--- src/rtl/eic_pkg.sv ---
package eic_pkg;
    typedef struct packed {
        logic pend;
        logic edge_sel;
    } eic_state_t;

    typedef struct packed {
        logic prev;
    } edge_state_t;
endpackage

--- src/rtl/eic_sync.sv ---
module eic_sync #(
    parameter int STAGES = 2
) (
    input  logic clk,
    input  logic rst_n,
    input  logic d_async,
    output logic q_sync
);
    localparam int LAST = STAGES - 1;

    logic [STAGES-1:0] chain_d, chain_q;

    generate
        if (STAGES == 1) begin : g_one
            always_comb chain_d = d_async;
        end else begin : g_many
            always_comb chain_d = {chain_q[STAGES-2:0], d_async};
        end
    endgenerate

    always_ff @(posedge clk or negedge rst_n) begin
        if (!rst_n) chain_q <= '0;
        else        chain_q <= chain_d;
    end

    assign q_sync = chain_q[LAST];
endmodule

--- src/rtl/eic_edge.sv ---
module eic_edge
    import eic_pkg::*;
(
    input  logic clk,
    input  logic rst_n,
    input  logic s_in,
    input  logic falling,
    output logic hit
);
    edge_state_t st_d, st_q;

    always_comb begin
        st_d      = st_q;
        st_d.prev = s_in;
        if (falling) hit = st_q.prev & ~s_in;
        else         hit = ~st_q.prev & s_in;
    end

    always_ff @(posedge clk or negedge rst_n) begin
        if (!rst_n) st_q <= '0;
        else        st_q <= st_d;
    end

    // a low-to-high step of the synchronized pin is reported when rising is selected
    a_r2_rise_hit: assert property (@(posedge clk) disable iff (!rst_n)
        (!falling && s_in && !$past(s_in)) |-> hit);
    // a high-to-low step is reported when falling is selected
    a_r3_fall_hit: assert property (@(posedge clk) disable iff (!rst_n)
        (falling && !s_in && $past(s_in)) |-> hit);
    // a steady synchronized pin never yields a hit
    a_r9_steady_quiet: assert property (@(posedge clk) disable iff (!rst_n)
        (s_in == $past(s_in)) |-> !hit);
endmodule

--- src/rtl/eic_gie.sv ---
module eic_gie (
    input  logic clk,
    input  logic rst_n,
    input  logic on_stb,
    input  logic off_stb,
    input  logic ret_stb,
    input  logic ack,
    output logic gie
);
    logic gie_d, gie_q;
    logic set_req, clr_req;

    always_comb begin
        set_req = on_stb | ret_stb;
        clr_req = off_stb | ack;
        gie_d   = gie_q;
        if (clr_req)      gie_d = 1'b0;
        else if (set_req) gie_d = 1'b1;
    end

    always_ff @(posedge clk or negedge rst_n) begin
        if (!rst_n) gie_q <= 1'b0;
        else        gie_q <= gie_d;
    end

    assign gie = gie_q;

    // disable or acknowledge drops the enable on the next edge
    a_r7_off_next: assert property (@(posedge clk) disable iff (!rst_n)
        (off_stb || ack) |=> !gie_q);
    // the enable rises only after an enable or return strobe
    a_r6_rise_src: assert property (@(posedge clk) disable iff (!rst_n)
        $rose(gie_q) |-> $past(on_stb || ret_stb));
    // the enable falls only after disable or acknowledge
    a_r7_fall_src: assert property (@(posedge clk) disable iff (!rst_n)
        $fell(gie_q) |-> $past(off_stb || ack));
endmodule

--- src/rtl/eic_top.sv ---
module eic_top
    import eic_pkg::*;
#(
    parameter int DW          = 8,
    parameter int SEL_BIT     = 7,
    parameter int IE_BIT      = 6,
    parameter int SYNC_STAGES = 2
) (
    input  logic          clk,
    input  logic          rst_n,
    input  logic          irq_pin,
    input  logic          cfg_we,
    input  logic [DW-1:0] cfg_wdata,
    output logic [DW-1:0] cfg_rdata,
    input  logic          ie_on_stb,
    input  logic          ie_off_stb,
    input  logic          ret_stb,
    input  logic          irq_ack,
    input  logic          pend_clr,
    output logic          pend,
    output logic          irq_req,
    output logic          ie
);
    eic_state_t st_d, st_q;
    logic pin_s, hit, gie;

    eic_sync #(.STAGES(SYNC_STAGES)) u_sync (
        .clk(clk), .rst_n(rst_n), .d_async(irq_pin), .q_sync(pin_s)
    );

    eic_edge u_edge (
        .clk(clk), .rst_n(rst_n), .s_in(pin_s), .falling(st_q.edge_sel), .hit(hit)
    );

    eic_gie u_gie (
        .clk(clk), .rst_n(rst_n), .on_stb(ie_on_stb), .off_stb(ie_off_stb),
        .ret_stb(ret_stb), .ack(irq_ack), .gie(gie)
    );

    always_comb begin
        st_d      = st_q;
        st_d.pend = hit | (st_q.pend & ~pend_clr);
        if (cfg_we) st_d.edge_sel = cfg_wdata[SEL_BIT];
    end

    always_ff @(posedge clk or negedge rst_n) begin
        if (!rst_n) st_q <= '0;
        else        st_q <= st_d;
    end

    always_comb begin
        cfg_rdata          = '0;
        cfg_rdata[SEL_BIT] = st_q.edge_sel;
        cfg_rdata[IE_BIT]  = gie;
    end

    assign pend    = st_q.pend;
    assign ie      = gie;
    assign irq_req = st_q.pend & gie;

    // a qualifying edge always leaves the flag set, even with a clear
    a_r4_latch: assert property (@(posedge clk) disable iff (!rst_n)
        hit |=> pend);
    // the flag falls only after a clear strobe
    a_r4_fall_clr: assert property (@(posedge clk) disable iff (!rst_n)
        $fell(pend) |-> $past(pend_clr));
    // a register write without any strobe leaves the enable alone
    a_r8_ie_hold: assert property (@(posedge clk) disable iff (!rst_n)
        (cfg_we && !ie_on_stb && !ie_off_stb && !ret_stb && !irq_ack) |=> (ie == $past(ie)));
    // no request without both a pending flag and the enable
    a_r5_req_gate: assert property (@(posedge clk) disable iff (!rst_n)
        irq_req |-> (pend && cfg_rdata[IE_BIT]));
endmodule

--- config.mk ---
export PLATFORM = sky130hd
export DESIGN_NAME = eic_top
export DESIGN_NICKNAME = d
export VERILOG_FILES = /design/src/rtl/eic_pkg.sv /design/src/rtl/eic_sync.sv /design/src/rtl/eic_edge.sv /design/src/rtl/eic_gie.sv /design/src/rtl/eic_top.sv
export SDC_FILE = /design/constraint.sdc
export NUM_CORES = 1
export LEC_CHECK = 0
export BUFFER_PORTS_ARGS = -buffer_cell sky130_fd_sc_hd__buf_2
export CAP_MARGIN = 40
export CORE_AREA = 2 2 39 41
export CTS_CLUSTER_DIAMETER = 150
export DETAILED_ROUTE_END_ITERATION = 8
export DIE_AREA = 0 0 41 43
export SYNTH_ARGS = -nofsm -noshare
export SYNTH_HDL_FRONTEND = slang
export SYNTH_HIERARCHICAL = 1
export SYNTH_SLANG_ARGS = --single-unit
--- constraint.sdc ---
create_clock -name clk -period 0.8 [get_ports clk]
set_input_delay 0 -clock clk [delete_from_list [all_inputs] [get_ports clk]]
set_output_delay 0 -clock clk [all_outputs]
set_load 0.02 [all_outputs]
==> out/results.tsv, run 1 <==
stage	metric	value	unit
synthesis	fraction of registers with async set/reset	100	%
synthesis	Syn. warnings	6	
global_route	vias in the first global route	229	
floorplan	DIE HEIGHT	43	um
clock_network	CTS tree	done	
setup_path	endpoint of the worst-slack reg-to-reg timing path	pend	
floorplan	Core Box Area	1380	um2
synthesis	Cell Area, Synth	272	um2
clock_network	TritonCTS Buffers	3	
cells_and_area	ant diodes	0	
timing	FMAX	1110	MHz
run_status	failing checks	negative setup slack	
global_route	total gr overflow	0	
setup_path	internal reg-to-reg setup slack	-0.05	ns
cells_and_area	nets@finish	66	
min_path	hold crit path type	in2reg	
place	GPL Wtd Cong	0.594	
global_route	GRT met2 Usage	12.5	%
global_route	global-route wire length before repair	855	um
place	number of I/O port buffers	14	
timing	max-slew violations	0	
clock_network	CTS Sinks	6	
clock_network	htree depth	1	
timing	endpoints failing hold	0	
timing	final cycle utilization of the critical path	113	%
power	power density cells	1770	nW/um2
floorplan	Die X	41	um
drt	drt pass-1 iters	2	
floorplan	Starting Density	19.6	%
power	VDD IR max	0.000997	V
setup_path	R2R depth	3	
drt	ANT nets after route	0	
run	max cap viols	0	
synthesis	distinct cell type count after synthesis	11	
global_route	largest net degree at the start of global routing	7	
floorplan	full die area	1760	um2
synthesis	Area contributors post-synth	dfrtp_1 (55%), buf_4 (19%), mux2_4 (5.5%), nor3_1 (3.7%), o21ai_2 (3.2%)	
place	sum of net half-perimeters after detailed placement	349	um
setup_path	reg2reg start	cfg_rdata[7]	
timing	Setup TNS	-0.350	ns
synthesis	Post-synth EDFFs	0	
setup_path	Startpoint Class	flop	
cells_and_area	layout cell share with drive strength beyond 1	52.1	%
synthesis	Synth Area per Inst	11.8	um2
setup_path	Slowest cell on crit path	dfrtp_1	
run_status	outcome	finished with violations	
clock_network	Bufs on Longest Clock Path	2	
setup_path	CP top delay family	flip-flops	
synthesis	top-area cell type share of the netlist area	55.3	%
power	Leak Pwr	0.000249	uW
drt	vias	237	
cells_and_area	synthesis-to-finish area growth	77.0	%
drt	drc violations	0	
cells_and_area	Util after Layout	34.7	%
global_route	Total GRT Usage	7.70	%
synthesis	ys flop type	dfrtp_1	
global_route	GR peak layer	met2	
setup_path	critical path depth in cells	2	
timing	final worst path period need	0.902	ns
timing	Clock Skews	0.00127	ns
setup_path	Critical Path End	irq_req	
global_route	met3 Track Usage GR	6.28	%
timing	final setup fails	8	
setup_path	Crit Path Category	reg2out	
synthesis	most common cell in the netlist	buf_4	
setup_path	CP Capture Type	output pin	
clock_network	worst skew pair latency	0.24	ns
floorplan	Rows	14	
drt	initial detailed-routing violation count	1	
setup_path	Critical Path Max Stage Delay	0.39	ns
global_route	initial antenna violation count	0	
drt	Wirelength per Cell	8.72	um
synthesis	sequential share of the synthesized area	55.3	%
clock_network	Root Buffer	clkbuf_4	
drt	via/cell ratio	3.70	
synthesis	most instantiated cells after synthesis	buf_4 (7), dfrtp_1 (6), nor3_1 (2)	
synthesis	cell taking the most area after synthesis	dfrtp_1	
setup_path	crit path cell chain	and2_4 > buf_6	
timing	RSZ-0062 raised after global routing	true	
min_path	HP Start	pend_clr	
global_route	met1 GRT Util	5.96	%
drt	final WL	558	um
synthesis	number of synthesized register bits	6	
setup_path	worst setup path startpoint	u_gie/gie	
clock_network	Clock transition at path regs	0.04	ns
synthesis	cells after synthesis	23	
setup_path	required time worst endpoint	0.80	ns
floorplan	io pins	28	
setup_path	crit-path max FO	3	
setup_path	crit path DAT	0.90	ns
setup_path	worst path bufs/invs	1	
timing	Final WS setup	-0.102	ns
==> layer usage <==
metal / part of all wire, % / routed length [um]
met1: 31 / 172
met2: 59 / 327
met3: 11 / 59
met4: 0 / 0
met5: 0 / 0
==> kinds of logic after synthesis <==
family / Yosys count / synth area share [%]
buffers and inverters: 8 / 20.7
flip-flops: 6 / 55.3
AND/OR/NAND/NOR: 5 / 11.1
AO/OA/AOI/OAI: 2 / 5.99
multiplexers: 1 / 5.53
other: 1 / 1.38
==> area by class of cell <==
type / count / area [um2]
Clock buffer: 4 / 26.3
Multi-Input combinational cell: 14 / 97.6
Timing Repair Buffer: 23 / 181
Tap cell: 16 / 20.0
Sequential cell: 6 / 151
Inverter: 1 / 3.75
Fill cell: 146 / 903
==> cells in the final DEF (no fill, tap or decap), types with 2 or more instances in the layout <==
cell type,count
buf_6,5
buf_4,2
dfrtp_1,5
clkbuf_4,3
dlygate4sd3_1,6
buf_2,10
conb_1,6
==> per-stage QoR <==
stage                     power [uW]  cell area, um2  setup WS [ns]  instances  hold slack (ns)
after floorplan                  451             292        -0.0626         28           -0.296
after global placement           481             337        -0.0223         52           -0.173
after detailed placement         484             337        -0.0286         52           -0.172
after CTS                        837             448         -0.126         62          0.00429
after global routing             908             480         -0.144         64           0.0340
final                            851             480         -0.102         64           0.0328
==> where the power goes <==
group / total (uW) / leakage [uW] / internal [uW] / switching, uW
registers: 345 / 0.0000710 / 328 / 17.1
logic: 206 / 0.000163 / 112 / 94.5
clock network: 300 / 0.0000150 / 189 / 111
==> flip-flops by register name, indices dropped and copies added (netlist names) <==
register and cells:
u_gie/gie 1, u_edge/st_q 1, cfg_rdata 1, pend 1, u_sync/chain_q 2
==> worst min path at each step <==
stage                         endpoint  slack [ns]  cells past startpoint
after global placement       u_gie/gie       -0.17                      1
after CTS                 cfg_rdata[7]       0.004                      2
after global routing              pend        0.03                      3
final                             pend        0.03                      3
after floorplan           cfg_rdata[7]       -0.30                      0
after detailed placement     u_gie/gie       -0.17                      1
==> worst min-delay path, stage by stage <==
cell	delay, ns
buf_2	0.10
inv_1	0.04
a21o_1	0.10
==> timing repair <==
item	4_1_cts	5_1_grt
setup buffers	1	1
gates cloned	0	0
hold buffers	5	1
gates resized for setup	8	4
endpoints found under the setup margin	6	8
endpoints found under the hold margin	9	1
pin swaps	1	0
Note: power is estimated with default switching activity, not from simulation.
==> inputs of run 2 (changes only) <==
==> constraint.sdc (replaced) <==
create_clock -name clk -period 1.2 [get_ports clk]
set_input_delay 0 -clock clk [delete_from_list [all_inputs] [get_ports clk]]
set_output_delay 0 -clock clk [all_outputs]
set_load 0.02 [all_outputs]
==> out/results.tsv, run 2 (synthesized netlist as in run 1, its figures left out) <==
stage	metric	value	unit
run_status	outcome	finished clean	
drt	drt pass-1 iters	3	
power	Int Pwr	374	uW
drt	Wirelength per Cell	7.73	um
min_path	Hold EP	cfg_rdata[7]	
setup_path	Crit Path Category	reg2out	
run	max cap viols	0	
setup_path	R2R depth	3	
floorplan	Die X	41	um
power	Leak Pwr	0.000218	uW
timing	final cycle utilization of the critical path	78.6	%
timing	FMAX	1060	MHz
global_route	Total GRT Usage	6.60	%
global_route	largest net degree at the start of global routing	7	
cells_and_area	most frequent cells in the layout	buf_2 (14), conb_1 (6), dfrtp_1 (6)	
setup_path	Slowest cell on crit path	dfrtp_1	
place	GPL Wtd Cong	0.597	
clock_network	CTS Sinks	6	
power	Clk pwr share	35.9	%
timing	Clock Skews	0.00125	ns
cells_and_area	most common cell after layout, fill and taps aside	buf_2	
timing	Setup TNS	0	ns
timing	endpoints failing hold	0	
setup_path	Startpoint Class	flop	
timing	Final WS setup	0.257	ns
global_route	global-route wire length before repair	738	um
min_path	hold crit path type	in2reg	
clock_network	TritonCTS Buffers	3	
timing	final setup fails	0	
min_path	hold path depth	2	
timing	final worst path period need	0.943	ns
cells_and_area	synthesis-to-finish area growth	47.5	%
power	combinational share of power	18.8	%
power	Switching Fraction	26.1	%
cells_and_area	nets@finish	62	
clock_network	Root Buffer	clkbuf_4	
clock_network	# Post-CTS Setup Buffers	0	
setup_path	crit path cell chain	and2_1 > buf_2	
setup_path	endpoint of the worst-slack reg-to-reg timing path	pend	
clock_network	Bufs on Longest Clock Path	2	
floorplan	io pins	28	
floorplan	Core Box Area	1380	um2
setup_path	crit path DAT	0.94	ns
setup_path	crit-path max FO	4	
drt	initial detailed-routing violation count	1	
timing	max-slew violations	0	
cells_and_area	area occupied by multi-input gates	83.8	um2
drt	vias	208	
drt	ANT nets after route	0	
drt	drc violations	0	
global_route	vias in the first global route	218	
cells_and_area	register area	150	um2
setup_path	worst path bufs/invs	1	
clock_network	Clock transition at path regs	0.04	ns
power	sw power	132	uW
floorplan	Starting Density	19.6	%
cells_and_area	Layout fillers	154	
setup_path	required time worst endpoint	1.20	ns
cells_and_area	ant diodes	0	
cells_and_area	layout cell share with drive strength beyond 1	44.2	%
clock_network	worst skew pair latency	0.24	ns
cells_and_area	top register by number of flip-flops	u_sync/chain_q	
setup_path	internal reg-to-reg setup slack	0.37	ns
clock_network	htree depth	1	
cells_and_area	max FFs per register	2	
drt	via/cell ratio	3.53	
power	Reg power frac	45.3	%
setup_path	CP Capture Type	output pin	
place	number of I/O port buffers	14	
floorplan	Rows	14	
setup_path	Critical Path Max Stage Delay	0.39	ns
global_route	total gr overflow	0	
setup_path	CP top delay family	flip-flops	
place	worst slack, placed	0.364	ns
clock_network	Post-CTS Hold Buffers	5	
floorplan	full die area	1760	um2
clock_network	cells resized by post-CTS repair	0	
min_path	HP Start	cfg_we	
global_route	initial antenna violation count	0	
clock_network	CTS tree	done	
power	power density cells	1260	nW/um2
setup_path	reg2reg start	cfg_rdata[7]	
floorplan	DIE HEIGHT	43	um
power	VDD IR max	0.000567	V
drt	final WL	456	um
timing	RSZ-0062 raised after global routing	false	
-- run 2: cell types whose count changed in the layout (fill, tap and decap cells not counted), sizes merged --
| cell | delta |
|---|---|
| buf | -3 |
| dlygate4sd3 | -1 |
| clkbuf | -1 |
-- run 2: layout make-up --
type                            count  area share (%)
Clock buffer                        3            5.62
Sequential cell                     6            37.5
Multi-Input combinational cell     14            20.9
Timing Repair Buffer               19            30.0
Inverter                            1           0.938
Tap cell                           16            5.00
-- run 2: metal layers --
metal  part of all wire [%]  up-vias  GRT usage [%]
li1                       -      101              -
met1                     37       91           5.00
met2                     48       16           10.3
met3                     14        0           6.28
met4                      0        0           3.33
met5                      0        -              0
-- run 2: per-stage QoR --
stage / cell area, um2 / util, % / total power, uW / hold slack, ns / instances
after floorplan: 290 / - / 300 / -0.296 / 28
after global placement: 328 / 23.7 / 315 / -0.174 / 51
after detailed placement: 328 / 23.7 / 316 / -0.173 / 51
after CTS: 400 / 28.9 / 521 / 0.00584 / 59
after global routing: 400 / 28.9 / 546 / 0.0102 / 59
final: 400 / 28.9 / 506 / 0.0164 / 59
-- run 2: power groups by stage --
stage               logic [uW]  registers [uW]  clock network [uW]
finish                    95.4             229                 182
global route               106             232                 208
CTS                       95.9             230                 196
detailed placement        83.5             233                   0
global placement          83.3             232                   0
floorplan                 56.5             243                   0
-- run 2: how the worst max path moves through the flow --
stage                  from  cells past startpoint       to
5_1_grt           u_gie/gie                      2  irq_req
3_5_place_dp   cfg_rdata[7]                      3     pend
6_report          u_gie/gie                      2  irq_req
2_1_floorplan  cfg_rdata[7]                      3     pend
4_1_cts           u_gie/gie                      2  irq_req
3_3_place_gp   cfg_rdata[7]                      3     pend
==> inputs of run 3 (changes only) <==
==> constraint.sdc (replaced) <==
create_clock -name clk -period 0.9 [get_ports clk]
set_input_delay 0 -clock clk [delete_from_list [all_inputs] [get_ports clk]]
set_output_delay 0 -clock clk [all_outputs]
set_load 0.02 [all_outputs]
==> out/results.tsv, run 3 (synthesized netlist as in run 1, its figures left out) <==
stage	metric	value	unit
run_status	outcome	finished with violations	
run_status	failing checks	negative setup slack	
timing	final worst path period need	0.904	ns
setup_path	crit-path max FO	3	
setup_path	Startpoint Class	flop	
floorplan	DIE HEIGHT	43	um
setup_path	required time worst endpoint	0.90	ns
global_route	total gr overflow	0	
timing	endpoints failing hold	0	
global_route	global-route wire length before repair	821	um
floorplan	io pins	28	
drt	vias	232	
global_route	Total GRT Usage	7.89	%
global_route	largest net degree at the start of global routing	7	
place	Placed Cells incl. Taps	51	
cells_and_area	non-filler cells, final	62	
timing	final setup fails	1	
clock_network	Bufs on Longest Clock Path	2	
drt	Wirelength per Cell	8.52	um
clock_network	Clock transition at path regs	0.04	ns
clock_network	htree depth	1	
floorplan	Die X	41	um
setup_path	CP Capture Type	output pin	
global_route	initial antenna violation count	0	
setup_path	internal reg-to-reg setup slack	0.04	ns
min_path	hold crit path type	in2reg	
timing	FMAX	1110	MHz
cells_and_area	ant diodes	0	
place	GPL Wtd Cong	0.599	
global_route	met1 GRT Util	5.61	%
timing	max-slew violations	0	
floorplan	Rows	14	
cells_and_area	most frequent cells in the layout	buf_2 (12), conb_1 (6), dlygate4sd3_1 (6)	
power	power density cells	1640	nW/um2
floorplan	full die area	1760	um2
clock_network	CTS tree	done	
clock_network	CTS Sinks	6	
drt	ANT nets after route	0	
floorplan	Starting Density	19.6	%
global_route	GRT met2 Usage	12.5	%
drt	drt pass-1 iters	1	
floorplan	Core Box Area	1380	um2
global_route	GR peak layer	met2	
cells_and_area	layout cell share with drive strength beyond 1	47.8	%
timing	Final WS setup	-0.00433	ns
timing	RSZ-0062 raised after global routing	true	
drt	via/cell ratio	3.74	
drt	drc violations	0	
clock_network	TritonCTS Buffers	3	
place	worst slack, placed	0.0600	ns
power	Leak Pwr	0.000232	uW
global_route	vias in the first global route	219	
clock_network	Root Buffer	clkbuf_4	
setup_path	Crit Path Category	reg2out	
drt	final WL	528	um
cells_and_area	synthesis-to-finish area growth	61.3	%
timing	Setup TNS	-0.00433	ns
cells_and_area	nets@finish	64	
drt	initial detailed-routing violation count	0	
global_route	met3 Track Usage GR	6.28	%
timing	Clock Skews	0.00965	ns
power	Tot Pwr	718	uW
cells_and_area	top register by number of flip-flops	u_sync/chain_q	
timing	final cycle utilization of the critical path	100	%
setup_path	crit path DAT	0.90	ns
cells_and_area	most common cell after layout, fill and taps aside	buf_2	
power	VDD IR max	0.000628	V
place	number of I/O port buffers	14	
timing	Fin Hold WS	0.0380	ns
cells_and_area	max FFs per register	2	
clock_network	worst skew pair latency	0.24	ns
run	max cap viols	0	
run 3: worst max-delay path, stage by stage, from the launching register on:
cell and delay, ns:
dfrtp_1 0.39, and2_4 0.16, buf_6 0.12
run 3: path summary, 6_finish.rpt:
kind | startpoint | endpoint | depth (start not counted)
setup reg to reg | u_gie/gie | u_gie/gie | 3
setup / recovery | pend | irq_req | 2
hold reg to reg | u_sync/chain_q[0] | u_sync/chain_q[1] | 0
max in group asynchronous | rst_n | cfg_rdata[7] | 2
min in group asynchronous | rst_n | u_sync/chain_q[1] | 2
hold / removal | pend_clr | pend | 3
run 3: through the flow:
step	cell area [um2]	utilization (%)
2_1_floorplan	292	-
3_3_place_gp	329	23.8
3_5_place_dp	329	23.8
4_1_cts	425	30.7
5_1_grt	438	31.6
6_report	438	31.6
run 3: repair_timing:
item | CTS | global route
endpoints found under the setup margin | 1 | 2
resized for setup | 4 | 1
hold endpoints to repair | 9 | 1
pin swaps | 1 | 0
gates cloned | 0 | 0
buffers inserted | 1 | 0
hold buffers | 5 | 1
run 3: power breakdown:
group	leakage (uW)	internal [uW]	switching, uW
registers	0.0000710	292	15.4
clock network	0.0000150	168	98.9
logic	0.000146	70.3	74.3
total	0.000232	530	189
run 3: final cells by class:
type | count | area, um2
fillers | 140 | 946
inverters | 1 | 3.75
well taps | 16 | 20.0
flip-flops and latches | 6 | 151
multi-input cells | 14 | 86.3
repair buffers | 21 | 150
clock buffers | 4 | 26.3
run 3: metal layers:
layer	up-vias	wire length (um)	share of wire, %
met2	15	290	55
met3	0	61	12
met1	109	176	33
li1	108	-	-
met4	0	0	0
met5	-	0	0
